<file path="config.mk">
export PLATFORM = sky130hd
export DESIGN_NAME = flash_cfg_ctrl
export DESIGN_NICKNAME = d
export VERILOG_FILES = /design/src/rtl/fcc_pkg.sv /design/src/rtl/fcc_cfg_regs.sv /design/src/rtl/fcc_hv_gate.sv /design/src/rtl/fcc_boot_window.sv /design/src/rtl/fcc_space_decode.sv /design/src/rtl/flash_cfg_ctrl.sv
export SDC_FILE = /design/constraint.sdc
export NUM_CORES = 1
export LEC_CHECK = 0
export BUFFER_PORTS_ARGS = -buffer_cell sky130_fd_sc_hd__buf_2
export CAP_MARGIN = 10
export CORE_MARGIN = 2
export CORE_UTILIZATION = 45
export CTS_CLUSTER_DIAMETER = 40
export DETAILED_ROUTE_END_ITERATION = 8
export PLACE_DENSITY = 0.74
export SLEW_MARGIN = 10
export SYNTH_ARGS = -nofsm -noshare
export SYNTH_HDL_FRONTEND = slang
export SYNTH_SLANG_ARGS = --single-unit
</file>
<file path="constraint.sdc">
create_clock -name clk -period 3.4 [get_ports clk]
set_clock_uncertainty 0.1 [all_clocks]
set_input_delay 0.17 -clock clk [delete_from_list [all_inputs] [get_ports clk]]
set_output_delay 0.17 -clock clk [all_outputs]
set_load 0.05 [all_outputs]
</file>
<file path="src/rtl/fcc_pkg.sv">
package fcc_pkg;
   typedef struct packed {
      logic [1:0] space;
      logic       lock;
      logic       boot;
      logic       frz_ok;
      logic       halt;
   } cfg_t;

   localparam int CFG_BITS = 6;
   localparam int IDX_CFG  = 0;
   localparam int IDX_CTL  = 1;
   localparam int IDX_VEC0 = 2;
endpackage

</file>
<file path="src/rtl/fcc_cfg_regs.sv">
module fcc_cfg_regs
   import fcc_pkg::*;
#(
   parameter int DATA_W  = 16,
   parameter int SEL_W   = 3,
   parameter int NUM_VEC = 4
) (
   input  logic                           clk,
   input  logic                           rst,
   input  logic                           halt_rst,
   input  logic                           shd_boot,
   input  logic                           shd_lock,
   input  logic [1:0]                     shd_space,
   input  logic                           reg_wr,
   input  logic [SEL_W-1:0]               reg_sel,
   input  logic [DATA_W-1:0]              reg_wdata,
   output logic [DATA_W-1:0]              reg_rdata,
   output cfg_t                           cfg,
   output logic                           pgm_en,
   output logic [NUM_VEC-1:0][DATA_W-1:0] vec
);
   localparam int NUM_REGS = IDX_VEC0 + NUM_VEC;

   if (DATA_W < CFG_BITS) begin : g_bad_width
      $error("DATA_W too small for configuration fields");
   end
   if ((1 << SEL_W) < NUM_REGS) begin : g_bad_sel
      $error("SEL_W cannot reach every register");
   end

   cfg_t cfg_q;
   logic pgm_q;
   logic wr_cfg, wr_ctl;

   assign wr_cfg = reg_wr && (reg_sel == SEL_W'(IDX_CFG));
   assign wr_ctl = reg_wr && (reg_sel == SEL_W'(IDX_CTL));

   always_ff @(posedge clk) begin
      if (rst) begin
         cfg_q.halt   <= halt_rst;
         cfg_q.frz_ok <= 1'b0;
         cfg_q.boot   <= shd_boot;
         cfg_q.lock   <= shd_lock;
         cfg_q.space  <= shd_space;
      end else if (wr_cfg) begin
         cfg_q.halt <= reg_wdata[0];
         cfg_q.lock <= cfg_q.lock | reg_wdata[3];
         if (!cfg_q.lock) begin
            cfg_q.frz_ok <= reg_wdata[1];
            cfg_q.boot   <= reg_wdata[2];
            if (cfg_q.halt) cfg_q.space <= reg_wdata[5:4];
         end
      end
   end

   always_ff @(posedge clk) begin
      if (rst)         pgm_q <= 1'b0;
      else if (wr_ctl) pgm_q <= reg_wdata[0];
   end

   for (genvar i = 0; i < NUM_VEC; i++) begin : g_vec
      logic wr_v;
      assign wr_v = reg_wr && (reg_sel == SEL_W'(IDX_VEC0 + i)) && !cfg_q.lock;
      always_ff @(posedge clk) begin
         if (rst)       vec[i] <= '0;
         else if (wr_v) vec[i] <= reg_wdata;
      end
   end

   always_comb begin
      reg_rdata = '0;
      if (reg_sel == SEL_W'(IDX_CFG))      reg_rdata[CFG_BITS-1:0] = cfg_q;
      else if (reg_sel == SEL_W'(IDX_CTL)) reg_rdata[0] = pgm_q;
      else begin
         for (int i = 0; i < NUM_VEC; i++)
            if (reg_sel == SEL_W'(IDX_VEC0 + i)) reg_rdata = vec[i];
      end
   end

   assign cfg    = cfg_q;
   assign pgm_en = pgm_q;

   assert_lock_sticky_R4: assert property (@(posedge clk) disable iff (rst)
      cfg_q.lock |=> cfg_q.lock);
   assert_space_guard_R6: assert property (@(posedge clk) disable iff (rst)
      (cfg_q.lock || !cfg_q.halt) |=> $stable(cfg_q.space));
endmodule

</file>
<file path="src/rtl/fcc_hv_gate.sv">
module fcc_hv_gate (
   input  logic clk,
   input  logic rst,
   input  logic pgm_en,
   input  logic halt,
   input  logic frz_ok,
   input  logic freeze,
   output logic hv_en
);
   logic hv_q;

   always_ff @(posedge clk) begin
      if (rst) hv_q <= 1'b0;
      else     hv_q <= pgm_en && !halt && (frz_ok || !freeze);
   end

   assign hv_en = hv_q;

   assert_hv_off_halted_R7: assert property (@(posedge clk) disable iff (rst)
      hv_q |-> $past(!halt && pgm_en));
endmodule

</file>
<file path="src/rtl/fcc_boot_window.sv">
module fcc_boot_window #(
   parameter int ADDR_W  = 24,
   parameter int DATA_W  = 16,
   parameter int NUM_VEC = 4
) (
   input  logic                           clk,
   input  logic                           rst,
   input  logic                           open_rst,
   input  logic                           halt,
   input  logic                           boot,
   input  logic                           bus_valid,
   input  logic                           bus_rd,
   input  logic                           bus_prog,
   input  logic [ADDR_W-1:0]              bus_addr,
   input  logic [NUM_VEC-1:0][DATA_W-1:0] vec,
   output logic                           hit,
   output logic [DATA_W-1:0]              rdata
);
   localparam int VEC_AW = $clog2(NUM_VEC);

   if (NUM_VEC < 2 || (NUM_VEC & (NUM_VEC - 1)) != 0) begin : g_bad_vec
      $error("NUM_VEC must be a power of two, at least 2");
   end
   if (ADDR_W <= VEC_AW + 1) begin : g_bad_addr
      $error("ADDR_W too small for the bootstrap window");
   end

   logic              open_q;
   logic [VEC_AW-1:0] idx;
   logic              in_win;

   assign idx    = bus_addr[VEC_AW:1];
   assign in_win = (bus_addr[ADDR_W-1:VEC_AW+1] == '0) && !bus_addr[0];
   assign hit    = open_q && !halt && !boot && bus_valid && bus_rd && bus_prog && in_win;
   assign rdata  = hit ? vec[idx] : '0;

   always_ff @(posedge clk) begin
      if (rst)                                       open_q <= open_rst;
      else if (hit && idx == VEC_AW'(NUM_VEC - 1))   open_q <= 1'b0;
   end

   assert_window_once_R9: assert property (@(posedge clk) disable iff (rst)
      !open_q |=> !open_q);
   assert_hit_needs_open_R8: assert property (@(posedge clk) disable iff (rst)
      hit |-> open_q);
endmodule

</file>
<file path="src/rtl/fcc_space_decode.sv">
module fcc_space_decode #(
   parameter int          ADDR_W      = 24,
   parameter logic [31:0] ARRAY_BASE  = 32'h0001_0000,
   parameter logic [31:0] ARRAY_BYTES = 32'h0001_8000
) (
   input  logic              bus_valid,
   input  logic              bus_prog,
   input  logic              bus_super,
   input  logic [ADDR_W-1:0] bus_addr,
   input  logic              halt,
   input  logic [1:0]        space,
   input  logic              boot_hit,
   output logic              accept
);
   localparam logic [ADDR_W:0] LO = (ADDR_W+1)'(ARRAY_BASE);
   localparam logic [ADDR_W:0] HI = (ADDR_W+1)'(ARRAY_BASE + ARRAY_BYTES);

   if (ARRAY_BYTES == 0) begin : g_bad_size
      $error("ARRAY_BYTES must be nonzero");
   end

   logic in_range, space_ok;

   assign in_range = ({1'b0, bus_addr} >= LO) && ({1'b0, bus_addr} < HI);
   assign space_ok = space[1] && bus_super && (bus_prog || !space[0]);
   assign accept   = bus_valid && in_range && !halt && space_ok && !boot_hit;
endmodule

</file>
<file path="src/rtl/flash_cfg_ctrl.sv">
module flash_cfg_ctrl
   import fcc_pkg::*;
#(
   parameter int          ADDR_W      = 24,
   parameter int          DATA_W      = 16,
   parameter int          NUM_VEC     = 4,
   parameter int          SEL_W       = 3,
   parameter logic [31:0] ARRAY_BASE  = 32'h0001_0000,
   parameter logic [31:0] ARRAY_BYTES = 32'h0001_8000
) (
   input  logic              clk,
   input  logic              rst,
   input  logic              strap_n,
   input  logic              shd_stop,
   input  logic              shd_boot,
   input  logic              shd_lock,
   input  logic [1:0]        shd_space,
   input  logic              freeze,
   input  logic              reg_wr,
   input  logic [SEL_W-1:0]  reg_sel,
   input  logic [DATA_W-1:0] reg_wdata,
   output logic [DATA_W-1:0] reg_rdata,
   input  logic              bus_valid,
   input  logic              bus_rd,
   input  logic              bus_prog,
   input  logic              bus_super,
   input  logic [ADDR_W-1:0] bus_addr,
   output logic              bus_hit,
   output logic [DATA_W-1:0] bus_rdata,
   output logic              arr_accept,
   output logic              hv_en
);
   cfg_t                           cfg;
   logic                           pgm_en;
   logic [NUM_VEC-1:0][DATA_W-1:0] vec;
   logic                           halt_rst;

   assign halt_rst = !strap_n || shd_stop;

   fcc_cfg_regs #(.DATA_W(DATA_W), .SEL_W(SEL_W), .NUM_VEC(NUM_VEC)) u_regs (
      .clk(clk), .rst(rst), .halt_rst(halt_rst), .shd_boot(shd_boot),
      .shd_lock(shd_lock), .shd_space(shd_space), .reg_wr(reg_wr),
      .reg_sel(reg_sel), .reg_wdata(reg_wdata), .reg_rdata(reg_rdata),
      .cfg(cfg), .pgm_en(pgm_en), .vec(vec));

   fcc_hv_gate u_hv (
      .clk(clk), .rst(rst), .pgm_en(pgm_en), .halt(cfg.halt),
      .frz_ok(cfg.frz_ok), .freeze(freeze), .hv_en(hv_en));

   fcc_boot_window #(.ADDR_W(ADDR_W), .DATA_W(DATA_W), .NUM_VEC(NUM_VEC)) u_boot (
      .clk(clk), .rst(rst), .open_rst(!shd_boot && !halt_rst),
      .halt(cfg.halt), .boot(cfg.boot), .bus_valid(bus_valid), .bus_rd(bus_rd),
      .bus_prog(bus_prog), .bus_addr(bus_addr), .vec(vec),
      .hit(bus_hit), .rdata(bus_rdata));

   fcc_space_decode #(.ADDR_W(ADDR_W), .ARRAY_BASE(ARRAY_BASE),
                      .ARRAY_BYTES(ARRAY_BYTES)) u_dec (
      .bus_valid(bus_valid), .bus_prog(bus_prog), .bus_super(bus_super),
      .bus_addr(bus_addr), .halt(cfg.halt), .space(cfg.space),
      .boot_hit(bus_hit), .accept(arr_accept));

   assert_accept_qual_R10: assert property (@(posedge clk) disable iff (rst)
      arr_accept |-> (bus_super && !bus_hit));
endmodule

</file>
==> out/metrics.yaml, run 1 <==
min_path_type: "in2reg"
ys.flop_type: "dfxtp_1"
sequential_cell_area_sq_um: 1521
synth.area.top_cells: "dfxtp_1 (32%), mux2i_1 (8.3%), nand3_1 (8.1%)"
worst_ep_arrival_time_ns: 2.53
cts_root_buffer: "clkbuf_8"
drive_gt1_frac: 0.2734
io_buffers: 91
ys_types: 44
synth.yosys.seq_area_share: 0.3600
synthesis.yosys.warnings: 0
floorplan.die_area_sq_um: 10180
cp_cell_sequence: "nor4b_2 > nand4_2 > nor3b_1 > buf_2"
cp.required_ns: 3.13
slew_headroom: 0.4304
syn-mean-instance-area_sq_um: 9.188
antenna-diode-count: 0
floorplan.initialDensity: 0.4596
finalHoldViolations: 0
worst_setup_path_end_kind: "output pin"
total_leakage_power_nw: 1.853
tritoncts: "done"
globalRouteOverflowTotal: 0
num_io_pins: 92
placeableCoreArea_sq_um: 9196
drt_first_iter_violations: 322
antenna_found_initial: 0
multi_input_area_sq_um: 2392
max_cap_viol_count: 0
maxSlewViolCount: 0
outcome: "complete, no violations"
layout_overhead_on_the_synthesized_area_pct: 16.31
fin_hold_ws_ns: 0.0001042
sum_of_negative_setup_slack_ns: 0
die_height_um: 100.9
cts_max_level: 3
number_of_clock_buffers_inserted_by_tritoncts: 9
num_rows: 35
synth_top_area_share: 0.3173
critical_path.max_fanout: 18
track_usage: 0.2568
finalWorstPathRequiredPeriod_ns: 2.797
num-fill-cells: 813
synth_edf_count: 6
synth.most_common_cell: "nand3_1"
rsz0062_at_grt: "no"
nets: 586
post_drt_via_cell_ratio: 6.471
grt_pass1_vias: 4005
slowest_stage: "nand4_2"
peakVddDrop_uv: 243.5
via_count: 4174
cellPowerDensity_nw_per_um2: 409.0
post_route_drc: 0
ys_async_sr_fraction: 0
clock.fmax_mhz: 357.6
wl_per_cell_um: 20.11
grt_pass1_wl_um: 20260
clkSlewWorstSetupHoldPaths_ns: 0.08
path_buf_inv: 1
ant_nets: 0
hpwl_um: 8251
globalplace.congestion: 0.8785
setup_viol: 0
mappedNetlistNets: 517
hold_depth: 3
finalCritPeriodShare: 0.8225
netlist.top_cell.by_area: "dfxtp_1"
timing.critical_path.slowest_cell_delay_ns: 0.64
post_synth_most_frequent_cells: "nand3_1 (68), dfxtp_1 (67), a21oi_1 (65), o21ai_0 (55), mux2i_1 (35)"
finalWirelength_um: 12970
overall_die_width_um: 100.9
cts_sinks: 73
tritonroute_pass_1_iters: 5
critical_path_cell_count: 4
clock_latency_ns: 0.35
cp_top_family: "simple AND/OR/NAND/NOR gates"
grt_start_max_net_pins: 42
postCtsResizedCells: 0
syn-instance-count: 460
maximum_clock_insertion_buffer_count: 2
crit_path_category: "reg2out"
synth_seq_cells: 73
synth_area_sq_um: 4227
crit_path_start_kind: "flop"
r2r_cells: 3
timing_worst_slew_pin_value_ns: 0.8543
-- cell type report --
cell class | instances | share of cell area
flip-flops and latches | 73 | 0.3095
clock inverters | 3 | 0.01374
repair buffers | 107 | 0.1201
multi-input cells | 334 | 0.4866
inverters | 4 | 0.003054
clock buffers | 13 | 0.03869
well taps | 111 | 0.02825
-- registers in the layout, indices dropped and copies added, names as in the netlist --
name           cells
u_boot.open_q      1
u_hv.hv_en         1
u_regs.cfg         6
u_regs.pgm_en      1
u_regs.vec        64
-- stage by stage --
step                utilization  power [mW]  worst slack (ns)  std cells  instance area, sq um
floorplan                     -       1.078            0.9866        460                  4227
global placement         0.5016       1.162             1.047        625                  4613
detailed placement       0.5016       1.167            0.9929        625                  4613
CTS                      0.5329       2.002            0.6086        644                  4901
global route             0.5346       2.063            0.4036        645                  4916
finish                   0.5346       2.010            0.6035        645                  4916
-- final timing paths --
kind	start	endpoint	slack, ns
max	u_regs.cfg[0]$_DFFE_PP_	bus_rdata[4]	0.60
min	reg_wdata[9]	u_regs.vec[41]$_SDFFE_PP0P_	0.0001
max reg2reg	u_regs.cfg[0]$_DFFE_PP_	u_boot.open_q$_SDFFCE_PN0P_	1.09
min reg2reg	u_regs.vec[43]$_SDFFE_PP0P_	u_regs.vec[43]$_SDFFE_PP0P_	0.40
-- worst register-to-register path: cells and delay by family (launching register included) --
| family | cells | cell delay, ns |
|---|---|---|
| compound gates | 1 | 0.48 |
| simple gates | 2 | 0.97 |
| flops | 1 | 0.46 |
-- layout by cell type (no fill, tap or decap), types with 10 or more instances in the layout --
cell,n
mux4_2,10
a21oi_1,65
nand3_1,68
mux2i_1,35
o22ai_1,15
dfxtp_1,67
buf_2,91
o21ai_0,55
buf_4,12
clkbuf_8,12
o21ai_1,13
-- power by group --
group	internal, mW	total [mW]	switching, mW
Sequential	0.884	0.899	0.0144
Clock	0.518	0.855	0.337
Combinational	0.0902	0.257	0.167
Total	1.49	2.01	0.518
-- repair_timing --
| action | 4_1_cts | 5_1_grt |
|---|---|---|
| hold buffers | 3 | 0 |
| endpoints found under the hold margin | 7 | 0 |
| setup buffers | 0 | 0 |
-- routing by layer --
layer,global-route usage,vias to the layer above,part of all wire
li1,-,1876,-
met2,0.4487,249,0.50
met1,0.3085,2019,0.38
met5,0,-,0
met3,0.05201,30,0.091
met4,0.1040,0,0.027
-- cells by family (layout without fill, tap and decap cells) --
family	Yosys count	count (layout)	synth area share
flip-flops	73	73	0.3600
buffers and inverters	53	127	0.07401
AND/OR/NAND/NOR	125	125	0.1892
AO/OA/AOI/OAI	157	157	0.1972
multiplexers	52	52	0.1797
Power figures use the tool's default switching activity.
==> inputs of run 2 (changes only) <==
--- a/config.mk
+++ b/config.mk
@@ -11,7 +11,7 @@
 export CORE_UTILIZATION = 45
 export CTS_CLUSTER_DIAMETER = 40
 export DETAILED_ROUTE_END_ITERATION = 8
-export PLACE_DENSITY = 0.74
+export PLACE_DENSITY = 0.77
 export SLEW_MARGIN = 10
 export SYNTH_ARGS = -nofsm -noshare
 export SYNTH_HDL_FRONTEND = slang
==> constraint.sdc (replaced) <==
create_clock -name clk -period 2.4 [get_ports clk]
set_clock_uncertainty 0.1 [all_clocks]
set_input_delay 0.12 -clock clk [delete_from_list [all_inputs] [get_ports clk]]
set_output_delay 0.12 -clock clk [all_outputs]
set_load 0.05 [all_outputs]
==> out/metrics.yaml, run 2 (synthesis gave the netlist of run 1 again) <==
outcome: "complete, no violations"  # unchanged
crit_path_category: "reg2out"  # unchanged
total_leakage_power_nw: 1.962  # was 1.853 nW
number_of_clock_buffers_inserted_by_tritoncts: 9  # unchanged
tritoncts: "done"  # unchanged
wl_per_cell_um: 20.16  # was 20.11 um
crit_start: "u_regs.cfg[0]$_DFFE_PP_"  # unchanged
final_util: 0.5589  # was 0.5346
maxSlewViolCount: 0  # unchanged
final_common_cell: "buf_2"  # unchanged
worstHoldStart: "freeze"  # was reg_wdata[9]
fin_hold_ws_ns: 0.003242  # was 0.0001042 ns
finalWirelength_um: 13530  # was 12970 um
antenna_found_initial: 0  # unchanged
clock.fmax_mhz: 435.8
grt_pass1_wl_um: 21090  # was 20260 um
clkSlewWorstSetupHoldPaths_ns: 0.08  # about the same
setup_viol: 0  # unchanged
fin_cells: 671  # was 645
r2r_setup_slack_ns: 0.58  # was 1.09 ns
cp.required_ns: 2.18  # was 3.13 ns
rsz0062_at_grt: "no"  # unchanged
floorplan.initialDensity: 0.4596  # unchanged
critical_path.max_fanout: 12  # was 18
cp_top_family: "simple AND/OR/NAND/NOR gates"  # unchanged
via_count: 4306  # was 4174
globalRouteOverflowTotal: 0  # unchanged
floorplan.die_area_sq_um: 10180  # unchanged
grt_pass1_vias: 4324  # was 4005
hpwl_um: 8636  # was 8251 um
critical_path_cell_count: 5  # was 4
overall_die_width_um: 100.9  # unchanged
finalWorstPathRequiredPeriod_ns: 2.295
max_cap_viol_count: 0  # unchanged
placed_cells_incl_taps: 635  # was 625
largest_register: "u_regs.vec"  # unchanged
cts_root_buffer: "clkbuf_8"  # unchanged
ant_nets: 0  # unchanged
die_height_um: 100.9  # unchanged
r2r_cells: 4  # was 3
tritonroute_pass_1_iters: 5  # unchanged
crit_path_start_kind: "flop"  # unchanged
worstReg2RegStart: "u_regs.cfg[0]$_DFFE_PP_"  # unchanged
timing.critical_path.slowest_cell_delay_ns: 0.48  # was 0.64 ns
worst_ep_arrival_time_ns: 2.07  # was 2.53 ns
post-layout-total-power_mw: 2.795  # was 2.010 mW
slowest_stage: "edfxtp_1"  # was nand4_2
detailedPlace.worstSlack_ns: 0.4586  # was 0.9929 ns
antenna-diode-count: 0  # unchanged
finalHoldViolations: 0  # unchanged
maximum_clock_insertion_buffer_count: 2  # unchanged
num_rows: 35  # unchanged
nets: 612  # was 586
post_drt_via_cell_ratio: 6.417  # was 6.471
placeableCoreArea_sq_um: 9196  # unchanged
slew_headroom: 0.4941  # was 0.4304
cp_cell_sequence: "nor4b_4 > nand4_2 > buf_4 > nor3b_1 > buf_2"  # was nor4b_2 > nand4_2 > nor3b_1 > buf_2
detailed_place.area_sq_um: 4701  # was 4613 sq um
finalCritPeriodShare: 0.9561
layout_overhead_on_the_synthesized_area_pct: 21.61  # was 16.31%
min_path_type: "in2reg"  # unchanged
timing_worst_slew_pin_value_ns: 0.7589  # was 0.8543 ns
io_buffers: 91  # unchanged
post_route_drc: 0  # unchanged
critical_path.reg2reg.endpoint: "u_boot.open_q$_SDFFCE_PN0P_"  # unchanged
mostFrequentLayoutCells: "buf_2 (91), nand3_1 (68), dfxtp_1 (67), a21oi_1 (65), o21ai_0 (55)"  # unchanged
drive_gt1_frac: 0.2732  # was 0.2734
peakVddDrop_uv: 226.0  # was 243.5 uV
cp-endpoint: "bus_rdata[5]"  # was bus_rdata[4]
postLayoutCellArea_sq_um: 5140  # was 4916 sq um
clock_latency_ns: 0.36  # was 0.35 ns
layout_setup_ws_ns: 0.1054  # was 0.6035 ns
cts_sinks: 73  # unchanged
path_buf_inv: 2  # was 1
num_io_pins: 92  # unchanged
track_usage: 0.2658  # was 0.2568
cellPowerDensity_nw_per_um2: 543.7  # was 409.0 nW/um^2
largest_reg_flops: 64  # unchanged
grt_start_max_net_pins: 66  # was 42
worst_setup_path_end_kind: "output pin"  # unchanged
sum_of_negative_setup_slack_ns: 0  # unchanged
cts_max_level: 3  # unchanged
drt_first_iter_violations: 346  # was 322
globalplace.congestion: 0.8947  # was 0.8785
run 2: cell types whose count changed in the layout (fill, tap and decap cells not counted):
| cell | before | now |
|---|---|---|
| nor4b_2 | 1 | 0 |
| buf_12 | 0 | 1 |
| dlygate4sd3_1 | 3 | 20 |
| clkinv_4 | 0 | 1 |
| clkinvlp_4 | 1 | 0 |
| clkbuf_8 | 12 | 9 |
| clkbuf_1 | 0 | 2 |
| clkinv_2 | 0 | 1 |
| buf_4 | 12 | 21 |
| nor4b_4 | 0 | 1 |
| buf_8 | 1 | 0 |
run 2: final cells by class:
class / instances / area [sq um]
Fill cell: 792 / 4056
Multi-Input combinational cell: 334 / 2401
Sequential cell: 73 / 1521
Timing Repair Buffer: 133 / 833.3
Clock buffer: 12 / 156.4
Tap cell: 111 / 138.9
Clock inverter: 4 / 73.82
Inverter: 4 / 15.01
run 2: report_power, final:
| part | total (mW) | switching, mW | internal (mW) |
|---|---|---|---|
| Clock | 1.12 | 0.471 | 0.650 |
| Combinational | 0.400 | 0.247 | 0.153 |
| Sequential | 1.27 | 0.0207 | 1.25 |
run 2: worst min-delay path by stage:
| stage | depth (start not counted) | endpoint | slack [ns] |
|---|---|---|---|
| global placement | 3 | u_regs.vec[23]$_SDFFE_PP0P_ | 0.31 |
| floorplan | 2 | u_regs.pgm_en$_SDFFE_PP0P_ | 0.17 |
| global route | 3 | u_regs.cfg[4]$_DFFE_PP_ | 0.03 |
| finish | 3 | u_hv.hv_en$_SDFF_PP0_ | 0.003 |
| detailed placement | 3 | u_regs.vec[13]$_SDFFE_PP0P_ | 0.32 |
| CTS | 3 | u_hv.hv_en$_SDFF_PP0_ | 0.01 |
run 2: what timing repair did:
item / in CTS / in global routing
setup endpoints to repair: 0 / 7
hold endpoints to repair: 65 / 0
gates resized for setup: 0 / 1
hold buffers: 20 / 0
setup buffers: 0 / 0
run 2: tightest hold or removal path: cells and delay by family:
family | cells | cell delay (ns)
buffers and inverters | 1 | 0.07
and+or+nand+nor | 2 | 0.22
run 2: routing by layer:
layer | share of wire | wire length, um | track usage
met4 | 0.040 | 537 | 0.1559
met5 | 0 | 0 | 0
met2 | 0.50 | 6742 | 0.4656
met3 | 0.079 | 1068 | 0.04438
met1 | 0.38 | 5180 | 0.3036
